===== config.mk =====
export PLATFORM = sky130hd
export DESIGN_NAME = pwb_top
export DESIGN_NICKNAME = d
export VERILOG_FILES = /design/src/rtl/pwb_pkg.sv /design/src/rtl/pwb_fifo.sv /design/src/rtl/pwb_err_capture.sv /design/src/rtl/pwb_top.sv
export SDC_FILE = /design/constraint.sdc
export NUM_CORES = 1
export LEC_CHECK = 0
export BUFFER_PORTS_ARGS = -buffer_cell sky130_fd_sc_hd__buf_2
export CAP_MARGIN = 5
export CORE_ASPECT_RATIO = 1.5
export CORE_UTILIZATION = 55
export DETAILED_ROUTE_END_ITERATION = 10
export PLACE_DENSITY_LB_ADDON = 0.15
export SETUP_SLACK_MARGIN = 0.2
export SLEW_MARGIN = 20
export SYNTH_ARGS = -nofsm -noshare
export SYNTH_HDL_FRONTEND = slang
export SYNTH_HIERARCHICAL = 1
export SYNTH_SLANG_ARGS = --single-unit

===== constraint.sdc =====
create_clock -name clk -period 4.2 [get_ports clk]
set_input_delay 0.21 -clock clk [delete_from_list [all_inputs] [get_ports clk]]
set_output_delay 0.21 -clock clk [all_outputs]
set_load 0.05 [all_outputs]

===== src/rtl/pwb_pkg.sv =====
package pwb_pkg;
  // Advance a circular pointer, wrapping after the last slot.
  function automatic int unsigned wrap_inc(input int unsigned p, input int unsigned depth);
    return (p == depth - 1) ? 0 : p + 1;
  endfunction

  // Occupancy after one cycle of optional push and pop.
  function automatic int unsigned next_count(input int unsigned c, input logic push, input logic pop);
    return c + (push ? 1 : 0) - (pop ? 1 : 0);
  endfunction
endpackage


===== src/rtl/pwb_fifo.sv =====
module pwb_fifo #(
  parameter int W     = 66,
  parameter int DEPTH = 4
) (
  input  logic                         clk,
  input  logic                         rst_n,
  input  logic                         push,
  input  logic [W-1:0]                 wdata,
  input  logic                         pop,
  output logic [W-1:0]                 rdata,
  output logic [$clog2(DEPTH+1)-1:0]   cnt,
  output logic                         empty,
  output logic                         full
);
  import pwb_pkg::*;
  localparam int PW = (DEPTH > 1) ? $clog2(DEPTH) : 1;
  localparam int CW = $clog2(DEPTH+1);

  logic [W-1:0]  mem [DEPTH];
  logic [PW-1:0] wr_ptr, rd_ptr;

  assign empty = (cnt == '0);
  assign full  = (cnt == CW'(DEPTH));
  assign rdata = mem[rd_ptr];

  always_ff @(posedge clk) begin
    if (push) mem[wr_ptr] <= wdata;
  end

  always_ff @(posedge clk) begin
    if (!rst_n) begin
      wr_ptr <= '0;
      rd_ptr <= '0;
      cnt    <= '0;
    end else begin
      if (push) wr_ptr <= PW'(wrap_inc(int'(wr_ptr), DEPTH));
      if (pop)  rd_ptr <= PW'(wrap_inc(int'(rd_ptr), DEPTH));
      cnt <= CW'(next_count(int'(cnt), push, pop));
    end
  end
endmodule


===== src/rtl/pwb_err_capture.sv =====
module pwb_err_capture #(
  parameter int PCW = 32
) (
  input  logic           clk,
  input  logic           rst_n,
  input  logic           fail,
  input  logic [PCW-1:0] cur_pc,
  output logic           err_valid,
  output logic [PCW-1:0] err_pc
);
  always_ff @(posedge clk) begin
    if (!rst_n) begin
      err_valid <= 1'b0;
      err_pc    <= '0;
    end else begin
      err_valid <= fail;
      if (fail) err_pc <= cur_pc;
    end
  end
endmodule


===== src/rtl/pwb_top.sv =====
module pwb_top #(
  parameter int AW    = 32,
  parameter int DW    = 32,
  parameter int SW    = 2,
  parameter int PCW   = 32,
  parameter int DEPTH = 4
) (
  input  logic           clk,
  input  logic           rst_n,
  input  logic           st_valid,
  input  logic [AW-1:0]  st_addr,
  input  logic [DW-1:0]  st_data,
  input  logic [SW-1:0]  st_size,
  output logic           st_ready,
  output logic           bus_req,
  output logic [AW-1:0]  bus_addr,
  output logic [DW-1:0]  bus_data,
  output logic [SW-1:0]  bus_size,
  input  logic           bus_ack,
  input  logic           bus_err,
  input  logic           sync_req,
  output logic           sync_stall,
  input  logic [PCW-1:0] cur_pc,
  output logic           err_valid,
  output logic [PCW-1:0] err_pc
);
  localparam int EW = AW + DW + SW;
  localparam int CW = $clog2(DEPTH+1);

  // Named internal events for the checker
  logic          push_evt, retire_evt, fail_evt, full_w, empty_w;
  logic [CW-1:0] fifo_cnt;
  logic [EW-1:0] head;

  assign st_ready   = !full_w;
  assign push_evt   = st_valid && st_ready;
  assign bus_req    = !empty_w;
  assign retire_evt = bus_req && (bus_ack || bus_err);
  assign fail_evt   = bus_req && bus_err;
  assign sync_stall = sync_req && !empty_w;
  assign {bus_addr, bus_data, bus_size} = head;

  pwb_fifo #(.W(EW), .DEPTH(DEPTH)) u_fifo (
    .clk(clk), .rst_n(rst_n),
    .push(push_evt), .wdata({st_addr, st_data, st_size}),
    .pop(retire_evt), .rdata(head),
    .cnt(fifo_cnt), .empty(empty_w), .full(full_w)
  );

  pwb_err_capture #(.PCW(PCW)) u_err (
    .clk(clk), .rst_n(rst_n), .fail(fail_evt), .cur_pc(cur_pc),
    .err_valid(err_valid), .err_pc(err_pc)
  );
endmodule


==> results of run 1 <==
registers in the layout, summed over array words and instances (netlist names), named ones only:
name and flops:
u_err/err_pc 32, u_err/err_valid 1, u_fifo/cnt 3, u_fifo/mem 264, u_fifo/rd_ptr 2, u_fifo/wr_ptr 2
Yosys cell counts (3+ instances only):
master    number
mux2i_1       34
edfxtp_1     264
and2_1         8
dfxtp_1       42
buf_12         3
mux4_2        66
clkbuf_1       5
buf_6          6
buf_2          5
nor2b_1       39
inv_1          8
ha_1           7
critical path, stage by stage, from the launching register on:
cell and delay (ps):
dfxtp_4 920, buf_4 400, mux4_2 560, buf_2 230
power breakdown:
part | switching, W | internal (W)
clock network | 0.00101 | 0.00139
logic | 0.00202 | 0.00102
registers | 0.000279 | 0.00365
total | 0.00331 | 0.00606
layer usage:
layer	vias to the layer above	track usage (%)	routed length, µm
met5	-	0	0
met4	0	6.22	488
met3	34	3.73	1110
met2	199	38.2	11600
met1	2928	24.1	7960
li1	2639	-	-
area by class of cell:
type                       instances  area, µm²
sequential                       306       8780
fill                            1193       5560
multi-input combinational        163       2320
timing repair buffer             306       2040
clock buffer                      44        852
tap                              260        325
clock inverter                     6       33.8
inverter                           8       30.0
path summary, 6_finish.rpt:
path | slack [ps] | endpoint | from
max | 1250 | bus_addr[26] | register
min | 210 | u_fifo/wr_ptr[0] | rst_n
max reg2reg | 1580 | u_fifo/cnt[2] | u_fifo/cnt[1]
min reg2reg | 520 | u_err/err_pc[25] | u_err/err_pc[25]
kinds of logic after synthesis:
group,after synthesis,share of synthesized area [%]
AOI/OAI and AO/OA,3,0.222
muxes,100,16.2
adders and majority gates,8,0.953
buffers and inverters,29,1.92
and+or+nand+nor,51,2.84
xor gates and xnor gates,1,0.200
DFF,306,77.7
metrics by stage:
step                hold WS, ps  instance area, µm²
floorplan                   309               11300
global placement            420               12500
detailed placement          428               12500
CTS                         197               14400
global route                237               14400
finish                      212               14400
repair_timing:
action | 4_1_cts | 5_1_grt
hold endpoints to repair | 296 | 0
hold buffers | 98 | 0
setup buffers | 0 | 0
==> impl_metrics.env, run 1 <==
export IMPL_grt_first_pass_wirelength_um=33100
export IMPL_syn2layout_area_growth_pct=27.4
export IMPL_antenna_cells=0
export IMPL_yosys_warnings=6
export IMPL_slew_headroom_pct=30.2
export IMPL_clockBufferDepth=3
export IMPL_max_slew_worst_pin_slew_ps=1050
export IMPL_synthCells=498
export IMPL_die_x_um=119
export IMPL_vias=5800
export IMPL_cts_root_buf="clkbuf_16"
export IMPL_pwr_density_cell_nw_per_um2=652
export IMPL_io_pins=206
export IMPL_antenna_found_initial=0
export IMPL_start_util_pct=56.6
export IMPL_worstPathRequired_ps=3990
export IMPL_reg2regPathDepth=8
export IMPL_finalHoldViolCount=0
export IMPL_worstSetupPathType="register to primary output"
export IMPL_critPathLaunchType="register"
export IMPL_finalWirelength_um=21200
export IMPL_drtIter0Drc=358
export IMPL_cts_sinks=306
export IMPL_status="finished, final reports clean"
export IMPL_drive_above_1_share_pct=38.8
export IMPL_layout_common_cells="edfxtp_1, buf_2, dlygate4sd3_1"
export IMPL_core_area_um2=19900
export IMPL_power_total_w=0.00937
export IMPL_synth_edff_count=264
export IMPL_routedWlPerCell_um=19.4
export IMPL_synth_top_cells_by_area="edfxtp_1, mux4_2, dfxtp_1"
export IMPL_hpwl_um=11800
export IMPL_grt_pass1_vias=6372
export IMPL_path_clk_slew_ps=60
export IMPL_rsz0062_at_grt="false"
export IMPL_hold_path_class="primary input to register"
export IMPL_fin_util_pct=72.1
export IMPL_ys_seq_area_share_pct=77.7
export IMPL_ir_worst_vdd_v=0.000461
export IMPL_final_common_cell="edfxtp_1"
export IMPL_crit_path_end_kind="primary output"
export IMPL_place_ws_ps=1570
export IMPL_setup_viol=0
export IMPL_fin_skew_ps=10.5
export IMPL_synth_top_area_share_pct=70.2
export IMPL_dr_pass1_iters=4
export IMPL_cts_tree="built"
export IMPL_slew_viol_final=0
export IMPL_layout_min_cycle_time_ps=2950
export IMPL_ys_seq_elements=306
export IMPL_ys_flop_type="edfxtp_1"
export IMPL_p_leak_nw=5.19
export IMPL_layout_cells_non_filler=1093
export IMPL_port_buffer_count=205
export IMPL_die_area_um2=21100
export IMPL_via_per_inst=5.31
export IMPL_post_cts_resized=0
export IMPL_async_flop_share_pct=0
export IMPL_hold_path_depth=2
export IMPL_crit_fanout=46
export IMPL_clk_latency_ps=520
export IMPL_gp_congestion=0.706
export IMPL_drcViolationCount=0
export IMPL_fin_ws_ps=1250
export IMPL_cts_max_level=1
export IMPL_drv_cap=0
export IMPL_grt_use_total_pct=20.5
export IMPL_die_h_um=177
export IMPL_grt_max_degree=67
export IMPL_syn_area_um2=11300
export IMPL_tns_ps=0
export IMPL_fin_crit_sh_pct=70.1
export IMPL_yosysUniqueCellTypes=20
export IMPL_nets=924
export IMPL_yosysTopAreaCell="edfxtp_1"
export IMPL_grt_overflow_total=0
export IMPL_drtAntennaViolNets=0
export IMPL_avgSynthCellArea_um2=22.7
export IMPL_syn_nets=610
export IMPL_dpl_cell_count=944
export IMPL_std_cell_rows=63
export IMPL_cts_made_buffers=27
export IMPL_worst_ep_arrival_time_ps=2740
export IMPL_max_freq_mhz=339
Note: power is estimated with default switching activity, not from simulation.
==> run 2: changes to the inputs <==
--- a/config.mk
+++ b/config.mk
@@ -5,10 +5,11 @@
 export SDC_FILE = /design/constraint.sdc
 export NUM_CORES = 1
 export LEC_CHECK = 0
+export ABC_AREA = 1
 export BUFFER_PORTS_ARGS = -buffer_cell sky130_fd_sc_hd__buf_2
 export CAP_MARGIN = 5
 export CORE_ASPECT_RATIO = 1.5
-export CORE_UTILIZATION = 55
+export CORE_UTILIZATION = 56
 export DETAILED_ROUTE_END_ITERATION = 10
 export PLACE_DENSITY_LB_ADDON = 0.15
 export SETUP_SLACK_MARGIN = 0.2
==> constraint.sdc (replaced) <==
create_clock -name clk -period 3 [get_ports clk]
set_input_delay 0.15 -clock clk [delete_from_list [all_inputs] [get_ports clk]]
set_output_delay 0.15 -clock clk [all_outputs]
set_load 0.05 [all_outputs]
==> run 2 against run 1 <==
Non-clock buffer count rose by 12. Total power is 66% higher. Register-to-register slack worse by 640 ps. Cell count up 49%. Area after synthesis is 8.7% higher. Flip-flop and latch count did not move. Die area rose by 6.6%. Clock skew increased by 2.5 ps. Setup slack worse by 680 ps.
==> impl_metrics.env, run 2 <==
export IMPL_hpwl_um=13300
export IMPL_gp_congestion=0.735
export IMPL_synth_top_area_share_pct=64.6
export IMPL_slew_headroom_pct=53.3
export IMPL_die_area_um2=22500
export IMPL_fin_crit_sh_pct=81.0
export IMPL_synth_edff_count=264
export IMPL_port_buffer_count=205
export IMPL_std_cell_rows=66
export IMPL_syn2layout_area_growth_pct=25.6
export IMPL_finalHoldViolCount=0
export IMPL_layout_min_cycle_time_ps=2430
export IMPL_ys_seq_elements=306
export IMPL_post_cts_buffers=0
export IMPL_p_leak_nw=6.50
export IMPL_p_int_w=0.00893
export IMPL_routedWlPerCell_um=14.2
export IMPL_core_area_um2=21600
export IMPL_drtAntennaViolNets=0
export IMPL_cts_made_buffers=28
export IMPL_cts_root_buf="clkbuf_16"
export IMPL_drcViolationCount=0
export IMPL_crit_slowest_cell="dfxtp_4"
export IMPL_yosysTopAreaCell="edfxtp_1"
export IMPL_ir_worst_vdd_v=0.000984
export IMPL_synth_commonest_cells="edfxtp_1, nand2_1, inv_1"
export IMPL_start_util_pct=56.9
export IMPL_p_sw_w=0.00661
export IMPL_grt_pass1_vias=7473
export IMPL_ys_flop_type="edfxtp_1"
export IMPL_place_ws_ps=934
export IMPL_critPathLaunchType="register"
export IMPL_slew_viol_final=0
export IMPL_clockPowerShare_pct=22.8
export IMPL_synth_top_cells_by_area="edfxtp_1, dfxtp_1, nand2_1"
export IMPL_crit_path_end_kind="primary output"
export IMPL_largest_reg_flops=264
export IMPL_path_clk_slew_ps=60
export IMPL_seq_power_share_pct=35.9
export IMPL_hold_path_class="primary input to register"
export IMPL_rsz0062_at_grt="false"
export IMPL_cts_tree="built"
export IMPL_grt_max_degree=66
export IMPL_post_cts_resized=0
export IMPL_cts_sinks=306
export IMPL_clockBufferDepth=3
export IMPL_vias=7975
export IMPL_io_pins=206
export IMPL_drive_above_1_share_pct=20.7
export IMPL_synthCells=1045
export IMPL_final_common_cell="edfxtp_1"
export IMPL_setup_viol=0
export IMPL_worstPathRequired_ps=2850
export IMPL_max_freq_mhz=412
export IMPL_ys_seq_area_share_pct=71.5
export IMPL_tns_ps=0
export IMPL_fin_ws_ps=571
export IMPL_drtIter0Drc=377
export IMPL_crit_fanout=64
export IMPL_fillers=1486
export IMPL_finalWirelength_um=23100
export IMPL_whs_ps=66.4
export IMPL_reg_top3="u_fifo/mem x264, u_err/err_pc x32, u_fifo/cnt x3"
export IMPL_worstSetupPathType="register to primary output"
export IMPL_grt_overflow_total=0
export IMPL_worst_ep_arrival_time_ps=2280
export IMPL_cts_max_level=1
export IMPL_antenna_cells=0
export IMPL_swShare_pct=42.5
export IMPL_nets=1449
export IMPL_fin_skew_ps=13.0
export IMPL_grt_first_pass_wirelength_um=36100
export IMPL_yosysMostFrequentCell="edfxtp_1"
export IMPL_yosys_warnings=6
export IMPL_grt_use_total_pct=20.5
export IMPL_avgSynthCellArea_um2=11.7
export IMPL_status="finished, final reports clean"
export IMPL_async_flop_share_pct=0
export IMPL_layout_common_cells="edfxtp_1, nand2_1, buf_2"
export IMPL_pwr_density_cell_nw_per_um2=1010
export IMPL_regMostFlops="u_fifo/mem"
export IMPL_syn_area_um2=12300
export IMPL_combPwrFrac_pct=41.3
export IMPL_dr_pass1_iters=6
export IMPL_path_cells="buf_4 -> a21oi_1 -> o21ai_0 -> nand2_1 -> buf_2"
export IMPL_max_stage_delay_ps=760
export IMPL_fin_util_pct=71.5
export IMPL_max_slew_worst_pin_slew_ps=700
export IMPL_via_per_inst=4.89
export IMPL_antenna_found_initial=0
export IMPL_die_h_um=183
export IMPL_drv_cap=0
export IMPL_die_x_um=123
export IMPL_yosysUniqueCellTypes=20
export IMPL_clk_latency_ps=530
export IMPL_syn_nets=1157
## run 2: cell types whose count changed after synthesis, sizes merged, moves of 66 or more
cell / delta
mux4: -66
inv: +177
o211ai: +66
a21oi: +69
o21ai: +67
nor2: +73
nand2: +211
## run 2: critical path, delay by kind of cell, from the launching register on
kind | cells | cell delay [ps]
flops | 1 | 760
buf+inv | 2 | 610
compound gates | 2 | 240
simple gates | 1 | 90
## run 2: metal layers
metal	global-route usage (%)	wire, µm	part of all wire [%]
met2	37.5	12200	53
met3	3.82	1260	5.5
met4	5.32	372	1.6
met5	0	0	0
met1	24.4	9260	40
## run 2: repair_timing
item / in CTS / in global routing
setup endpoints to repair: 0 / 0
hold buffers: 98 / 0
endpoints found under the hold margin: 296 / 0
## run 2: stage by stage
stage	area [µm²]	total power (W)	std cells
after floorplan	12300	0.0107	1045
after global placement	13500	0.0119	1481
after detailed placement	13500	0.0120	1481
after CTS	15400	0.0157	1631
after global routing	15400	0.0164	1631
final	15400	0.0155	1631
## run 2: power groups by stage
stage	clock network (W)	logic (W)	registers (W)
2_1_floorplan	0	0.00479	0.00591
3_3_place_gp	0	0.00628	0.00565
3_5_place_dp	0	0.00634	0.00567
4_1_cts	0.00363	0.00646	0.00558
5_1_grt	0.00378	0.00694	0.00564
6_report	0.00355	0.00641	0.00558
## run 2: final timing paths
path                                        from               end  slack (ps)  depth (start not counted)
worst min register to register  u_err/err_pc[16]  u_err/err_pc[16]         470                          2
worst max-delay path                    register       bus_data[7]         570                          5
worst min-delay path                     bus_ack          register          70                          5
worst max register to register     u_fifo/cnt[1]     u_fifo/cnt[2]         940                         11
## run 2: final cells by class
cell class / instances / area [µm²] / share of cell area, %
flip-flops and latches: 306 / 8780 / 57.0
clock buffers: 45 / 897 / 5.82
repair buffers: 318 / 2230 / 14.5
well taps: 272 / 340 / 2.21
multi-input cells: 498 / 2410 / 15.7
clock inverters: 7 / 56.3 / 0.365
inverters: 185 / 694 / 4.51
## run 2: cell families (layout without fill, tap and decap cells)
logic type,count (synthesis),count (layout),synth area share (%)
compound gates,202,202,9.89
xor+xnor,1,1,0.0714
fa+ha+maj,8,8,0.877
buf+inv,241,555,8.83
flops,306,306,71.5
simple gates,287,287,8.83
==> run 3: changes to the inputs <==
==> constraint.sdc (replaced) <==
create_clock -name clk -period 2.55 [get_ports clk]
set_input_delay 0.1275 -clock clk [delete_from_list [all_inputs] [get_ports clk]]
set_output_delay 0.1275 -clock clk [all_outputs]
set_load 0.05 [all_outputs]
==> run 3 against run 2 <==
Critical path depth is 1 lower. Hold slack got worse by 27 ps. Flip-flop and latch count unchanged. First-iteration DRC count rose by 8.5%. Setup slack got worse by 210 ps. Global-route usage increased by 0.45 points. Clock skew down 1.4 ps. Core utilization about the same. Die area stayed put. Clock power increased by 13%. Largest cell class unchanged. Clock-buffer cell count decreased by 10.
==> impl_metrics.env, run 3 (synthesized netlist as in run 2, its figures left out) <==
export IMPL_cts_sinks=306
export IMPL_worstSetupPathType="register to primary output"
export IMPL_ir_worst_vdd_v=0.00118
export IMPL_worstPathRequired_ps=2420
export IMPL_slew_headroom_pct=54.0
export IMPL_rsz0062_at_grt="false"
export IMPL_drcViolationCount=0
export IMPL_drtIter0Drc=409
export IMPL_grt_max_degree=81
export IMPL_syn2layout_area_growth_pct=25.6
export IMPL_cts_max_level=1
export IMPL_finalWirelength_um=23400
export IMPL_grt_pass1_vias=7770
export IMPL_whs_ps=39.3
export IMPL_fin_crit_sh_pct=85.9
export IMPL_tns_ps=0
export IMPL_multi_input_area_um2=2410
export IMPL_critPathLaunchType="register"
export IMPL_critPathTopFamily="flip-flops"
export IMPL_hold_path_class="primary input to register"
export IMPL_grt_first_pass_wirelength_um=36600
export IMPL_layout_common_cells="edfxtp_1, nand2_1, buf_2"
export IMPL_std_cell_rows=66
export IMPL_cts_root_buf="clkbuf_16"
export IMPL_routedWlPerCell_um=14.4
export IMPL_clk_latency_ps=520
export IMPL_pwr_density_cell_nw_per_um2=1190
export IMPL_layout_min_cycle_time_ps=2190
export IMPL_cp_buffers_inverters=2
export IMPL_hpwl_um=13300
export IMPL_reg_top3="u_fifo/mem x264, u_err/err_pc x32, u_fifo/cnt x3"
export IMPL_max_slew_worst_pin_slew_ps=690
export IMPL_gp_congestion=0.769
export IMPL_regMostFlops="u_fifo/mem"
export IMPL_largest_reg_flops=264
export IMPL_drtAntennaViolNets=0
export IMPL_crit_slowest_cell="dfxtp_4"
export IMPL_vias=8068
export IMPL_die_area_um2=22500
export IMPL_path_cells="buf_12 -> o211ai_1 -> nand2_1 -> buf_2"
export IMPL_via_per_inst=4.95
export IMPL_max_stage_delay_ps=620
export IMPL_setup_viol=0
export IMPL_drv_cap=0
export IMPL_max_freq_mhz=457
export IMPL_cts_tree="built"
export IMPL_start_util_pct=56.9
export IMPL_cts_made_buffers=27
export IMPL_die_h_um=183
export IMPL_fillers=1515
export IMPL_io_pins=206
export IMPL_die_x_um=123
export IMPL_seqCellArea_um2=8780
export IMPL_core_area_um2=21600
export IMPL_crit_fanout=80
export IMPL_final_common_cell="edfxtp_1"
export IMPL_grt_use_total_pct=21.0
export IMPL_drive_above_1_share_pct=20.6
export IMPL_path_clk_slew_ps=70
export IMPL_fin_skew_ps=11.6
export IMPL_finalHoldViolCount=0
export IMPL_slew_viol_final=0
export IMPL_antenna_found_initial=1
export IMPL_port_buffer_count=205
export IMPL_p_leak_nw=6.44
export IMPL_grt_overflow_total=0
export IMPL_clockBufferDepth=3
export IMPL_worst_ep_arrival_time_ps=2060
export IMPL_nets=1449
export IMPL_post_cts_resized=0
export IMPL_dr_pass1_iters=6
export IMPL_status="finished, final reports clean"
export IMPL_crit_path_end_kind="primary output"
-- run 3: cell types whose count changed in the layout (fill, tap and decap cells not counted), sizes merged --
cell / previous run / this run
clkbuf: 45 / 35
clkinvlp: 0 / 7
bufinv: 1 / 3
diode: 0 / 2
inv: 184 / 182
buf: 220 / 221
-- run 3: per-stage QoR --
stage	power (W)	utilization (%)	area, µm²	instances	worst slack [ps]
3_3_place_gp	0.0141	62.6	13500	1481	547
4_1_cts	0.0183	71.3	15400	1628	286
6_report	0.0183	71.5	15400	1631	360
2_1_floorplan	0.0126	-	12300	1045	305
3_5_place_dp	0.0142	62.6	13500	1481	498
5_1_grt	0.0192	71.5	15400	1630	201
-- run 3: repair_timing --
action,in CTS,in global routing
setup buffers,0,1
hold buffers,98,0
endpoints found under the hold margin,296,0
endpoints found under the setup margin,0,2
-- run 3: path summary, 6_finish.rpt --
check | from | cells after the start | slack, ps | end
hold reg to reg | u_err/err_pc[4] | 2 | 470 | u_err/err_pc[4]
setup / recovery | register | 4 | 360 | bus_addr[20]
hold / removal | bus_ack | 5 | 40 | register
setup reg to reg | u_fifo/cnt[1] | 11 | 480 | u_fifo/cnt[2]
-- run 3: layer usage --
metal / vias to the layer above / part of all wire [%] / track usage [%]
met5: - / 0 / 0
li1: 4058 / - / -
met4: 0 / 2.7 / 7.41
met2: 172 / 52 / 38.0
met1: 3794 / 41 / 24.9
met3: 44 / 4.0 / 3.23
-- run 3: tightest hold or removal path, cell delays in order --
cell and delay [ps]:
buf_2 100, nand2_1 60, nand2_1 90, nand2_1 80, a21oi_1 60
-- run 3: area by class of cell --
cell class                      instances  area share (%)
Multi-Input combinational cell        498            15.7
Timing Repair Buffer                  319            14.8
Clock inverter                         14           0.983
Tap cell                              272            2.21
Sequential cell                       306            57.0
Antenna cell                            2          0.0325
Clock buffer                           35            4.78
Inverter                              185            4.61
-- run 3: where the power goes --
part	switching [W]	internal, W
Clock	0.00169	0.00234
Sequential	0.000341	0.00617
Combinational	0.00581	0.00192
Total	0.00784	0.0104
